===== config.mk =====
export PLATFORM = sky130hd
export DESIGN_NAME = brk_unit
export DESIGN_NICKNAME = d
export VERILOG_FILES = /design/src/rtl/brk_pkg.sv /design/src/rtl/brk_fetch_qual.sv /design/src/rtl/brk_data_cmp.sv /design/src/rtl/brk_channel.sv /design/src/rtl/brk_unit.sv
export SDC_FILE = /design/constraint.sdc
export NUM_CORES = 1
export LEC_CHECK = 0
export BUFFER_PORTS_ARGS = -buffer_cell sky130_fd_sc_hd__buf_2
export CORE_AREA = 2 2 83 85
export CTS_CLUSTER_SIZE = 24
export DETAILED_ROUTE_END_ITERATION = 8
export DIE_AREA = 0 0 85 87
export PLACE_DENSITY = 0.79
export REMOVE_ABC_BUFFERS = 1
export SYNTH_ARGS = -nofsm -noshare
export SYNTH_HDL_FRONTEND = slang
export SYNTH_HIERARCHICAL = 1
export SYNTH_SLANG_ARGS = --single-unit

===== constraint.sdc =====
create_clock -name clk -period 1.7 [get_ports clk]
set_input_delay 0 -clock clk [delete_from_list [all_inputs] [get_ports clk]]
set_output_delay 0 -clock clk [all_outputs]
set_load 0.05 [all_outputs]

===== src/rtl/brk_pkg.sv =====
package brk_pkg;

    typedef enum logic {
        KIND_FETCH = 1'b0,
        KIND_DATA  = 1'b1
    } brk_kind_e;

    typedef enum logic [1:0] {
        SZ_BYTE = 2'd0,
        SZ_WORD = 2'd1,
        SZ_LONG = 2'd2,
        SZ_NONE = 2'd3
    } brk_size_e;

    typedef struct packed {
        brk_kind_e kind;
        logic      on_write;
        brk_size_e size;
        logic      after_exec;
    } brk_ctl_t;

    // number of low address bits left out of a data compare
    function automatic int unsigned ignored_lsbs(input brk_size_e s);
        case (s)
            SZ_WORD: return 1;
            SZ_LONG: return 2;
            default: return 0;
        endcase
    endfunction

endpackage


===== src/rtl/brk_fetch_qual.sv =====
module brk_fetch_qual
    import brk_pkg::*;
#(
    parameter int AW = 32
) (
    input  logic          clk,
    input  logic          rst,
    input  logic          is_fetch,
    input  logic          after_exec,
    input  logic [AW-1:0] cfg_addr,
    input  logic          cfg_wr,
    input  logic          ix_go,
    input  logic [AW-1:0] ix_pc,
    input  logic          ix_slot,
    input  logic          ix_sleep,
    output logic          fire
);
    logic pend_q;
    logic hit, accept, now, set_pend;

    always_comb begin
        hit      = is_fetch && !cfg_addr[0] && ix_go && (ix_pc == cfg_addr);
        accept   = ix_go && !ix_slot;
        now      = hit && !after_exec && !ix_slot;
        set_pend = hit && (after_exec ? !ix_sleep : ix_slot);
        fire     = !cfg_wr && (now || (pend_q && accept));
    end

    always_ff @(posedge clk) begin
        if (rst || cfg_wr) pend_q <= 1'b0;
        else               pend_q <= (pend_q && !accept) || set_pend;
    end

endmodule


===== src/rtl/brk_data_cmp.sv =====
module brk_data_cmp
    import brk_pkg::*;
#(
    parameter int AW       = 32,
    parameter int DW       = 32,
    parameter bit HAS_DATA = 1'b0
) (
    input  brk_ctl_t      ctl,
    input  logic [AW-1:0] cfg_addr,
    input  logic [DW-1:0] cfg_data,
    input  logic          da_valid,
    input  logic          da_write,
    input  brk_size_e     da_size,
    input  logic [AW-1:0] da_addr,
    input  logic [DW-1:0] da_data,
    output logic          hit
);
    logic [AW-1:0] cmp_mask;
    logic          addr_ok, data_ok, kind_ok;

    always_comb begin
        cmp_mask = {AW{1'b1}} << ignored_lsbs(da_size);
        addr_ok  = ((da_addr ^ cfg_addr) & cmp_mask) == '0;
        data_ok  = (HAS_DATA == 1'b0) || (da_data == cfg_data);
        kind_ok  = (ctl.kind == KIND_DATA) && (ctl.on_write == da_write)
                && (ctl.size == da_size) && (da_size != SZ_NONE);
        hit      = da_valid && kind_ok && addr_ok && data_ok;
    end

endmodule


===== src/rtl/brk_channel.sv =====
module brk_channel
    import brk_pkg::*;
#(
    parameter int AW       = 32,
    parameter int DW       = 32,
    parameter bit HAS_DATA = 1'b0
) (
    input  logic          clk,
    input  logic          rst,
    input  brk_ctl_t      ctl,
    input  logic [AW-1:0] cfg_addr,
    input  logic [DW-1:0] cfg_data,
    input  logic          cfg_wr,
    input  logic          ix_go,
    input  logic [AW-1:0] ix_pc,
    input  logic          ix_slot,
    input  logic          ix_sleep,
    input  logic          da_valid,
    input  logic          da_write,
    input  brk_size_e     da_size,
    input  logic [AW-1:0] da_addr,
    input  logic [DW-1:0] da_data,
    output logic          brk
);
    logic fetch_fire, data_hit;

    brk_fetch_qual #(.AW(AW)) u_fetch (
        .clk        (clk),
        .rst        (rst),
        .is_fetch   (ctl.kind == KIND_FETCH),
        .after_exec (ctl.after_exec),
        .cfg_addr   (cfg_addr),
        .cfg_wr     (cfg_wr),
        .ix_go      (ix_go),
        .ix_pc      (ix_pc),
        .ix_slot    (ix_slot),
        .ix_sleep   (ix_sleep),
        .fire       (fetch_fire)
    );

    brk_data_cmp #(.AW(AW), .DW(DW), .HAS_DATA(HAS_DATA)) u_data (
        .ctl      (ctl),
        .cfg_addr (cfg_addr),
        .cfg_data (cfg_data),
        .da_valid (da_valid),
        .da_write (da_write),
        .da_size  (da_size),
        .da_addr  (da_addr),
        .da_data  (da_data),
        .hit      (data_hit)
    );

    always_ff @(posedge clk) begin
        if (rst) brk <= 1'b0;
        else     brk <= !cfg_wr && (fetch_fire || data_hit);
    end

endmodule


===== src/rtl/brk_unit.sv =====
module brk_unit
    import brk_pkg::*;
#(
    parameter int AW = 32,
    parameter int DW = 32
) (
    input  logic          clk,
    input  logic          rst,
    input  logic          cfg_wr_a,
    input  logic          cfg_kind_a,
    input  logic          cfg_onwr_a,
    input  logic [1:0]    cfg_size_a,
    input  logic          cfg_after_a,
    input  logic [AW-1:0] cfg_addr_a,
    input  logic          cfg_wr_b,
    input  logic          cfg_kind_b,
    input  logic          cfg_onwr_b,
    input  logic [1:0]    cfg_size_b,
    input  logic          cfg_after_b,
    input  logic [AW-1:0] cfg_addr_b,
    input  logic [DW-1:0] cfg_data_b,
    input  logic          ix_go,
    input  logic [AW-1:0] ix_pc,
    input  logic          ix_slot,
    input  logic          ix_sleep,
    input  logic          da_valid,
    input  logic          da_write,
    input  logic [1:0]    da_size,
    input  logic [AW-1:0] da_addr,
    input  logic [DW-1:0] da_data,
    output logic          brk_a,
    output logic          brk_b
);
    localparam int NCH = 2;

    brk_ctl_t      ctl  [NCH];
    logic [AW-1:0] addr [NCH];
    logic [DW-1:0] bval [NCH];
    logic          wr   [NCH];
    logic          brk  [NCH];

    always_comb begin
        ctl[0]  = '{kind: brk_kind_e'(cfg_kind_a), on_write: cfg_onwr_a,
                    size: brk_size_e'(cfg_size_a), after_exec: cfg_after_a};
        ctl[1]  = '{kind: brk_kind_e'(cfg_kind_b), on_write: cfg_onwr_b,
                    size: brk_size_e'(cfg_size_b), after_exec: cfg_after_b};
        addr[0] = cfg_addr_a;
        addr[1] = cfg_addr_b;
        bval[0] = '0;
        bval[1] = cfg_data_b;
        wr[0]   = cfg_wr_a;
        wr[1]   = cfg_wr_b;
    end

    for (genvar i = 0; i < NCH; i++) begin : g_ch
        brk_channel #(.AW(AW), .DW(DW), .HAS_DATA(i == 1)) u_ch (
            .clk      (clk),
            .rst      (rst),
            .ctl      (ctl[i]),
            .cfg_addr (addr[i]),
            .cfg_data (bval[i]),
            .cfg_wr   (wr[i]),
            .ix_go    (ix_go),
            .ix_pc    (ix_pc),
            .ix_slot  (ix_slot),
            .ix_sleep (ix_sleep),
            .da_valid (da_valid),
            .da_write (da_write),
            .da_size  (brk_size_e'(da_size)),
            .da_addr  (da_addr),
            .da_data  (da_data),
            .brk      (brk[i])
        );
    end

    assign brk_a = brk[0];
    assign brk_b = brk[1];

endmodule


==> results.json, run 1 <==
{
  "status": "finished, final reports clean",
  "post-place-ws_ns": -0.0680,
  "r2r_cells": 2,
  "crit_arrival_ns": 1.69,
  "hold_viol_final": 0,
  "drv_slew": 0,
  "start_kind": "input pin",
  "cts.sinks": 4,
  "rsz0062_at_grt": "false",
  "drive_gt1_share_pct": 48.5,
  "die_area_um2": 7400,
  "hpwl_um": 8590,
  "gp_congestion": 0.982,
  "finClkSkew_ns": 0.0000343,
  "power.internal_mw": 0.669,
  "postCtsSetupRepairBufs": 0,
  "routed_wl_um": 9240,
  "p_sw_mw": 0.446,
  "end_kind": "register",
  "htreeDepth": 1,
  "top_level_ports": 215,
  "synthCells": 264,
  "r2r_setup_slack_ns": 0.64,
  "drt.antenna.violating_nets": 0,
  "crit_type": "input pin to register",
  "path_cells": "buf_2, xor2_1, nor4_1, buf_4, nand4_1, or4_1, nor3_2, nor2_1, nor3_2",
  "vias": 2823,
  "antenna_found_initial": 0,
  "max_stage_delay_ns": 0.53,
  "viasPerCell": 4.93,
  "path_clk_slew_ns": 0.03,
  "min_to": "g_ch[0].u_ch/brk$_SDFF_PP0_",
  "drt-wirelength-per-cell_um": 16.1,
  "initial_core_util_pct": 33.2,
  "worstPathRequired_ns": 1.85,
  "grt_pass1_wl_um": 13800,
  "ir_worst_vdd_mv": 0.400,
  "max_cap_viol_count": 0,
  "grt_pass1_vias": 2942,
  "cts_inserted_buffers": 3,
  "portBuffers": 214,
  "finalWorstPathRequiredPeriod_ns": 1.54,
  "grt_max_degree": 9,
  "r2r_start": "g_ch[0].u_ch/u_fetch/pend_q$_SDFF_PP0_",
  "dieWidth_um": 85,
  "rows": 30,
  "cts-root-buf": "clkbuf_8",
  "critPathMostFrequentCell": "nor3_2",
  "fin_crit_sh_pct": 90.7,
  "ys_warn_count": 6,
  "max-slew-margin-rel_pct": 66.4,
  "clkLatencyLatePin_ns": 0.22,
  "nets": 714,
  "remaining_drc_errors": 0,
  "power.total_mw": 1.11,
  "max_freq_mhz": 648,
  "setup_viol_count_final": 0,
  "dr.pass1.iters": 4,
  "core_um2": 6570,
  "r2r_end": "g_ch[0].u_ch/u_fetch/pend_q$_SDFF_PP0_",
  "clock_power_share_pct": 18.1,
  "crit_fanout": 2,
  "die_h_um": 87,
  "area_growth_pct": 59.8,
  "cts.path.max_buffers": 2,
  "critical_path.top_delay_family": "simple AND/OR/NAND/NOR gates",
  "cts-hold-fix-buffers": 1,
  "power_density_nw_per_um2": 320,
  "syn_area_um2": 2180,
  "swShare_pct": 40.0,
  "p_leak_nw": 1.66,
  "hold_depth": 2,
  "pwr-share-seq_pct": 8.5,
  "cts-resized-gates": 0,
  "worst_pin_slew_ns": 0.499,
  "cp_num_buf_inv": 2,
  "grt_overflow": 0,
  "grt.total_usage_pct": 23.6,
  "diodes": 0,
  "holdCritStartpoint": "cfg_wr_a",
  "syn_area_per_cell_um2": 8.26,
  "slowest_stage": "or4_1",
  "hold_class": "input pin to register",
  "cts_tree": "yes",
  "comb_power_share_pct": 73.4,
  "drtIter0Drc": 63,
  "layout_setup_ws_ns": 0.158
}
worst reg2reg max path, cell delays in order, from the launching register on:
cell,delay [ns]
dfxtp_1,0.31
or4b_2,0.58
o21ai_1,0.09
cells in the final DEF, fill, tap and decap left out, types with 3 or more instances in the layout:
master    count
nand3_1       6
ha_1          6
clkbuf_8      3
buf_2       214
inv_1         6
dfxtp_1       4
nor2_1        3
xor2_1       98
nand4_1      20
a21oi_1       3
buf_4        11
nor4_1       26
nor3_2        5
xnor2_1      66
power by group through the flow:
stage | registers, mW | logic [mW] | clock network, mW
after global placement | 0.0958 | 0.794 | 0
after detailed placement | 0.0958 | 0.814 | 0
final | 0.0946 | 0.819 | 0.201
after CTS | 0.0946 | 0.822 | 0.205
after global routing | 0.0945 | 0.892 | 0.216
after floorplan | 0.0958 | 0.340 | 0
worst max-delay path by stage:
stage	start	end	slack [ns]	cells past startpoint
3_5_place_dp	cfg_addr_b[24]	g_ch[1].u_ch/brk$_SDFF_PP0_	-0.07	9
2_1_floorplan	cfg_data_b[4]	g_ch[1].u_ch/brk$_SDFF_PP0_	0.29	7
5_1_grt	cfg_addr_b[24]	g_ch[1].u_ch/brk$_SDFF_PP0_	0.01	9
3_3_place_gp	cfg_addr_b[24]	g_ch[1].u_ch/brk$_SDFF_PP0_	-0.04	9
4_1_cts	cfg_addr_b[24]	g_ch[1].u_ch/brk$_SDFF_PP0_	0.15	9
6_report	cfg_addr_b[24]	g_ch[1].u_ch/brk$_SDFF_PP0_	0.16	9
per-layer routing:
| layer | part of all wire [%] | wire, um | GRT usage (%) | vias up |
|---|---|---|---|---|
| li1 | - | - | - | 1388 |
| met1 | 39 | 3650 | 28.3 | 1286 |
| met2 | 52 | 4810 | 45.0 | 137 |
| met3 | 6.4 | 594 | 2.56 | 12 |
| met4 | 2.0 | 182 | 5.19 | 0 |
| met5 | 0 | 0 | 0 | - |
stage by stage:
step / cell area [um2] / TNS [ns] / cells / hold slack [ns] / utilization [%]
4_1_cts: 3490 / 0 / 573 / 0.00375 / 53.1
3_5_place_dp: 3430 / -0.0680 / 569 / 0.223 / 52.3
2_1_floorplan: 2180 / 0 / 264 / 0.0690 / -
5_1_grt: 3490 / 0 / 573 / 0.0105 / 53.1
3_3_place_gp: 3430 / -0.0431 / 569 / 0.223 / 52.3
6_report: 3490 / 0 / 573 / 0.0126 / 53.1
registers in the layout, indices dropped and copies added, names as in the netlist:
| register | flops |
|---|---|
| g_ch.u_ch/brk | 2 |
| g_ch.u_ch/u_fetch/pend_q | 2 |
layout make-up:
| cell class | count | area, um2 |
|---|---|---|
| Fill cell | 636 | 3080 |
| Sequential cell | 4 | 80.1 |
| Clock buffer | 3 | 41.3 |
| Inverter | 6 | 22.5 |
| Timing Repair Buffer | 226 | 1160 |
| Multi-Input combinational cell | 254 | 2080 |
| Tap cell | 80 | 100 |
No activity file was read; power rests on OpenSTA's default activity.
==> inputs of run 2 (changes only) <==
Settings changed: PLACE_DENSITY 0.79 to 0.77, SYNTH_HIERARCHICAL 1 to unset.
Clock period 1.7 ns to 1.9 ns, I/O delays scaled along.
==> results.json, run 2 <==
{
  "drt-met1-wl_um": 3520,
  "p_leak_nw": 1.62,
  "gp_congestion": 0.926,
  "post-synth-top-count-cell": "xor2_1",
  "status": "finished, final reports clean",
  "comb_power_share_pct": 72.1,
  "remaining_drc_errors": 0,
  "synth_flop_cell": "dfxtp_1",
  "grt_max_degree": 6,
  "synthTopCellsByArea": "xor2_1 (48%), xnor2_1 (20%), nor4_1 (9.3%), nand4_1 (5.1%), dfxtp_1 (3.8%)",
  "crit_type": "input pin to register",
  "drv_slew": 0,
  "final_cell_mix": "buf_2 (214), xor2_1 (115), xnor2_1 (48), nor4_1 (31), nand4_1 (17)",
  "n_fill_cell": 649,
  "path_clk_slew_ns": 0.03,
  "met2_length_um": 4910,
  "finClkSkew_ns": 0.0000750,
  "routed_wl_um": 9070,
  "drtIter0Drc": 64,
  "syn_area_um2": 2080,
  "power_density_nw_per_um2": 288,
  "viasPerCell": 4.75,
  "p_sw_mw": 0.388,
  "max_freq_mhz": 649,
  "ys_warn_count": 0,
  "clkLatencyLatePin_ns": 0.22,
  "max-slew-margin-rel_pct": 69.9,
  "hpwl_um": 8630,
  "setup_viol_count_final": 0,
  "core_um2": 6570,
  "htreeDepth": 1,
  "grt_overflow": 0,
  "worst_pin_slew_ns": 0.448,
  "hold_viol_final": 0,
  "crit_fanout": 3,
  "power.internal_mw": 0.569,
  "swShare_pct": 40.5,
  "clock_power_share_pct": 19.0,
  "cts-root-buf": "clkbuf_8",
  "yosysSeqAreaShare_pct": 3.85,
  "yosys-top-cells-count": "xor2_1 (115), xnor2_1 (48), nor4_1 (31), nand4_1 (17)",
  "ir_worst_vdd_mv": 0.166,
  "synthCells": 260,
  "dr.pass1.iters": 4,
  "reg.largest.list": "g_ch.u_ch.brk (2), g_ch.u_ch.u_fetch.pend_q (2)",
  "drive_gt1_share_pct": 46.0,
  "drt-wirelength-per-cell_um": 16.2,
  "end_kind": "register",
  "fin_tns_setup_ns": 0,
  "layout_commonest_cell": "buf_2",
  "ys_types": 21,
  "cts_tree": "yes",
  "hold_ws_ns": 0.0162,
  "crit_arrival_ns": 1.70,
  "grt_pass1_vias": 2829,
  "diodes": 0,
  "postCtsSetupRepairBufs": 0,
  "portBuffers": 214,
  "nets": 698,
  "ys_ff_latch": 4,
  "antenna_found_initial": 0,
  "syn_area_per_cell_um2": 8.00,
  "cts.path.max_buffers": 2,
  "cts.sinks": 4,
  "max_cap_viol_count": 0,
  "die_area_um2": 7400,
  "area_growth_pct": 59.5,
  "worstPathRequired_ns": 2.06,
  "synth_top_area_share_pct": 48.4,
  "grt.total_usage_pct": 22.8,
  "drt.antenna.violating_nets": 0,
  "cts_inserted_buffers": 3,
  "vias": 2662,
  "rsz0062_at_grt": "false",
  "top_level_ports": 215,
  "synth-edff-count": 0,
  "met3_length_um": 588,
  "start_kind": "input pin",
  "hold_class": "input pin to register",
  "yosys.area.top_type": "xor2_1",
  "pwr-share-seq_pct": 8.8,
  "initial_core_util_pct": 31.7,
  "finalWorstPathRequiredPeriod_ns": 1.54,
  "grt_pass1_wl_um": 13100,
  "dieWidth_um": 85,
  "highest_layer": "met4",
  "fin_crit_sh_pct": 81.0,
  "rows": 30,
  "postSynth.asyncResetShare_pct": 0,
  "die_h_um": 87
}
## run 2: cells by family after synthesis
kind of cell	synth area share, %
xor+xnor	68.6
buf+inv	0.541
fa+ha+maj	1.80
compound gates	3.61
flops	3.85
simple gates	21.6
## run 2: metal layers
| metal | global-route usage (%) | up-vias |
|---|---|---|
| met5 | 0 | - |
| met4 | 2.60 | 0 |
| met3 | 3.22 | 6 |
| met2 | 45.5 | 118 |
| met1 | 26.1 | 1184 |
| li1 | - | 1354 |
## run 2: critical path, cell delays in order
cell and delay, ns:
dlygate4sd3_1 0.53, buf_2 0.14, nor2_1 0.18, nand3_1 0.10, a2111oi_0 0.38, buf_4 0.18, o2111ai_1 0.10, nand3_1 0.10
## run 2: metrics by stage
| stage | area, um2 | cells | util [%] | power, mW | setup slack, ns |
|---|---|---|---|---|---|
| 2_1_floorplan | 2080 | 260 | - | 0.371 | 0.818 |
| 3_3_place_gp | 3270 | 556 | 49.7 | 0.770 | 0.372 |
| 3_5_place_dp | 3270 | 556 | 49.7 | 0.776 | 0.317 |
| 4_1_cts | 3320 | 560 | 50.5 | 0.966 | 0.351 |
| 5_1_grt | 3320 | 560 | 50.5 | 1.03 | 0.286 |
| 6_report | 3320 | 560 | 50.5 | 0.957 | 0.360 |
## run 2: timing repair
item                       4_1_cts  5_1_grt
hold buffers                     1        0
hold endpoints to repair         1        0
setup endpoints to repair        0        0
gates resized for setup          0        0
## run 2: worst paths after layout
| check | start | end | slack [ns] | cells after the start |
|---|---|---|---|---|
| hold reg to reg | g_ch[1].u_ch.u_fetch.pend_q$_SDFF_PP0_ | g_ch[1].u_ch.brk$_SDFF_PP0_ | 0.47 | 2 |
| setup reg to reg | g_ch[0].u_ch.u_fetch.pend_q$_SDFF_PP0_ | g_ch[0].u_ch.brk$_SDFF_PP0_ | 1.22 | 4 |
| hold / removal | rst | g_ch[1].u_ch.u_fetch.pend_q$_SDFF_PP0_ | 0.02 | 2 |
| setup / recovery | cfg_wr_b | g_ch[1].u_ch.brk$_SDFF_PP0_ | 0.36 | 8 |
## run 2: layout make-up
| type | instances | area (um2) | share of cell area (%) |
|---|---|---|---|
| Multi-Input combinational cell | 253 | 1990 | 60.0 |
| Clock buffer | 3 | 41.3 | 1.24 |
| Timing Repair Buffer | 217 | 1100 | 33.0 |
| Tap cell | 80 | 100 | 3.02 |
| Sequential cell | 4 | 80.1 | 2.41 |
| Inverter | 3 | 11.3 | 0.339 |
## run 2: power by group through the flow
stage                     combinational (mW)  sequential, mW  clock [mW]
after global placement                 0.684          0.0857           0
final                                  0.690          0.0846       0.182
after detailed placement               0.691          0.0857           0
after global routing                   0.750          0.0845       0.194
after CTS                              0.697          0.0846       0.184
after floorplan                        0.285          0.0857           0
==> inputs of run 3 (changes only) <==
Settings changed: ABC_AREA set to 1, CORE_AREA 2 2 83 85 to unset, CORE_UTILIZATION set to 42, DIE_AREA 0 0 85 87 to unset, PLACE_DENSITY 0.77 to 0.87.
Clock period 1.9 ns to 1.6 ns, I/O delays scaled along.
==> results.json, run 3 <==
{
  "hpwl_um": 9860,
  "end_kind": "register",
  "area_growth_pct": 43.4,
  "ys_warn_count": 0,
  "n_fill_cell": 690,
  "postCtsSetupRepairBufs": 0,
  "ys_ff_latch": 4,
  "hold_class": "input pin to register",
  "max-slew-margin-rel_pct": 81.9,
  "ir_worst_vdd_mv": 0.341,
  "initial_core_util_pct": 43.7,
  "cts_inserted_buffers": 3,
  "layout_commonest_cell": "buf_2",
  "drv_slew": 0,
  "yosys-top-cells-count": "nand2_1 (211), inv_1 (93), xnor2_1 (75), nor2_1 (72)",
  "synth_flop_cell": "dfxtp_1",
  "max_freq_mhz": 971,
  "htreeDepth": 1,
  "cts-root-buf": "clkbuf_8",
  "worst_pin_slew_ns": 0.269,
  "post-synth-top-count-cell": "nand2_1",
  "portBuffers": 214,
  "cts_tree": "yes",
  "dieWidth_um": 83.5,
  "top_level_ports": 215,
  "grt.total_usage_pct": 30.3,
  "synthSimpleGateAreaFrac_pct": 46.5,
  "synth-edff-count": 0,
  "status": "finished, final reports clean",
  "p_leak_nw": 2.37,
  "yosys.area.top_type": "nand2_1",
  "cts.path.max_buffers": 2,
  "hold_ws_ns": 0.0521,
  "place_area_um2": 3960,
  "path_clk_slew_ns": 0.03,
  "drive_gt1_share_pct": 30.1,
  "rows": 29,
  "crit_type": "input pin to register",
  "synth_xor_xnor_area_share_pct": 28.9,
  "syn_area_per_cell_um2": 5.00,
  "drtIter0Drc": 103,
  "hold_viol_final": 0,
  "cts-hold-fix-buffers": 0,
  "muxShareOfSynthArea_pct": 0,
  "die_area_um2": 6970,
  "routed_wl_um": 10600,
  "cts-resized-gates": 0,
  "diodes": 0,
  "reg.largest.list": "g_ch.u_ch.brk (2), g_ch.u_ch.u_fetch.pend_q (2)",
  "max_stage_delay_ns": 0.19,
  "synthTopCellsByArea": "nand2_1 (28%), xnor2_1 (24%), inv_1 (13%), nor2_1 (9.7%), xor2_1 (5.3%)",
  "power_density_nw_per_um2": 320,
  "ys_types": 22,
  "crit_arrival_ns": 1.18,
  "grt_max_degree": 6,
  "finClkSkew_ns": 0.0000940,
  "path_cells": "buf_2, ha_1, inv_1, nand2_1, nor2_1, nand2_1, nor2_1, nand2_1, nor2_1, nand3_1, nor2_1, nor2_1, nor2_1",
  "drt-wirelength-per-cell_um": 12.5,
  "die_h_um": 83.5,
  "setup_viol_count_final": 0,
  "syn_area_um2": 2790,
  "max_cap_viol_count": 0,
  "gp_congestion": 0.976,
  "clkLatencyLatePin_ns": 0.21,
  "worstPathRequired_ns": 1.75,
  "synth_compound_area_share_pct": 6.60,
  "power.total_mw": 1.28,
  "crit_fanout": 4,
  "final_cell_mix": "buf_2 (214), nand2_1 (211), inv_1 (93), xnor2_1 (75), nor2_1 (72)",
  "vias": 3975,
  "grt_pass1_vias": 3895,
  "drt.antenna.violating_nets": 0,
  "critPathMostFrequentCell": "nor2_1",
  "grt_overflow": 0,
  "postSynth.asyncResetShare_pct": 0,
  "layoutNonFillerInstCount": 851,
  "dpl.cell_count": 848,
  "slowest_stage": "ha_1",
  "core_um2": 6390,
  "cts.sinks": 4,
  "yosysSeqAreaShare_pct": 2.87,
  "synth_top_area_share_pct": 28.4,
  "antenna_found_initial": 0,
  "rsz0062_at_grt": "false",
  "remaining_drc_errors": 0,
  "viasPerCell": 4.67,
  "synthCells": 557,
  "fin_crit_sh_pct": 64.4,
  "grt_pass1_wl_um": 17100,
  "nets": 992,
  "synthAdderAreaFrac_pct": 1.35,
  "synth_top_family_by_area": "simple AND/OR/NAND/NOR gates",
  "fin_tns_setup_ns": 0,
  "start_kind": "input pin",
  "final_area_um2": 4000,
  "finalWorstPathRequiredPeriod_ns": 1.03,
  "dr.pass1.iters": 7
}
## run 3: changes by cell type in the layout (fill, tap and decap cells not counted), moves of 12 or more
| cell | delta |
|---|---|
| inv_1 | +90 |
| nand2_1 | +205 |
| nor2_1 | +66 |
| nor4_1 | -31 |
| o21ai_0 | +15 |
| o21ai_1 | +12 |
| xnor2_1 | +27 |
| xor2_1 | -98 |
## run 3: final timing paths
kind	cells past startpoint	slack, ns	startpoint	end
worst max register to register	4	0.92	g_ch[1].u_ch.u_fetch.pend_q$_SDFF_PP0_	g_ch[1].u_ch.brk$_SDFF_PP0_
worst min register to register	2	0.46	g_ch[1].u_ch.u_fetch.pend_q$_SDFF_PP0_	g_ch[1].u_ch.u_fetch.pend_q$_SDFF_PP0_
worst max-delay path	13	0.57	da_size[0]	g_ch[1].u_ch.brk$_SDFF_PP0_
worst min-delay path	3	0.05	cfg_wr_a	g_ch[0].u_ch.brk$_SDFF_PP0_
## run 3: per-layer routing
layer / vias to the layer above / GRT usage (%) / share of wire [%]
li1: 2088 / - / -
met1: 1666 / 34.2 / 39
met2: 193 / 58.7 / 50
met3: 28 / 3.46 / 7.4
met4: 0 / 9.24 / 3.2
met5: - / 0 / 0
## run 3: worst max-delay path, delay by kind of cell
family	cells	cell delay (ns)
and+or+nand+nor	10	0.79
adders and majority gates	1	0.19
buffers and inverters	2	0.21
## run 3: kinds of logic after synthesis
kind of cell,count (synthesis)
AO/OA/AOI/OAI,36
XOR/XNOR,92
adder cells (fa/ha/maj),3
buffers and inverters,102
flip-flops,4
AND/OR/NAND/NOR,320
## run 3: power breakdown
group | switching [mW] | total, mW | internal [mW]
combinational | 0.510 | 0.973 | 0.463
sequential | 0.00000000000365 | 0.100 | 0.100
clock | 0.0458 | 0.206 | 0.160
total | 0.556 | 1.28 | 0.724
## run 3: stage by stage
step,util [%],worst slack [ns]
after detailed placement,61.9,0.367
after CTS,62.6,0.582
final,62.6,0.570
after global placement,61.9,0.382
after floorplan,-,0.683
after global routing,62.6,0.372
## run 3: final cells by class
class / count / area [um2] / share of cell area [%]
Multi-Input combinational cell: 451 / 2320 / 58.2
Timing Repair Buffer: 214 / 1070 / 26.8
Clock buffer: 3 / 41.3 / 1.03
Inverter: 102 / 383 / 9.58
Sequential cell: 4 / 80.1 / 2.00
Tap cell: 77 / 96.3 / 2.41
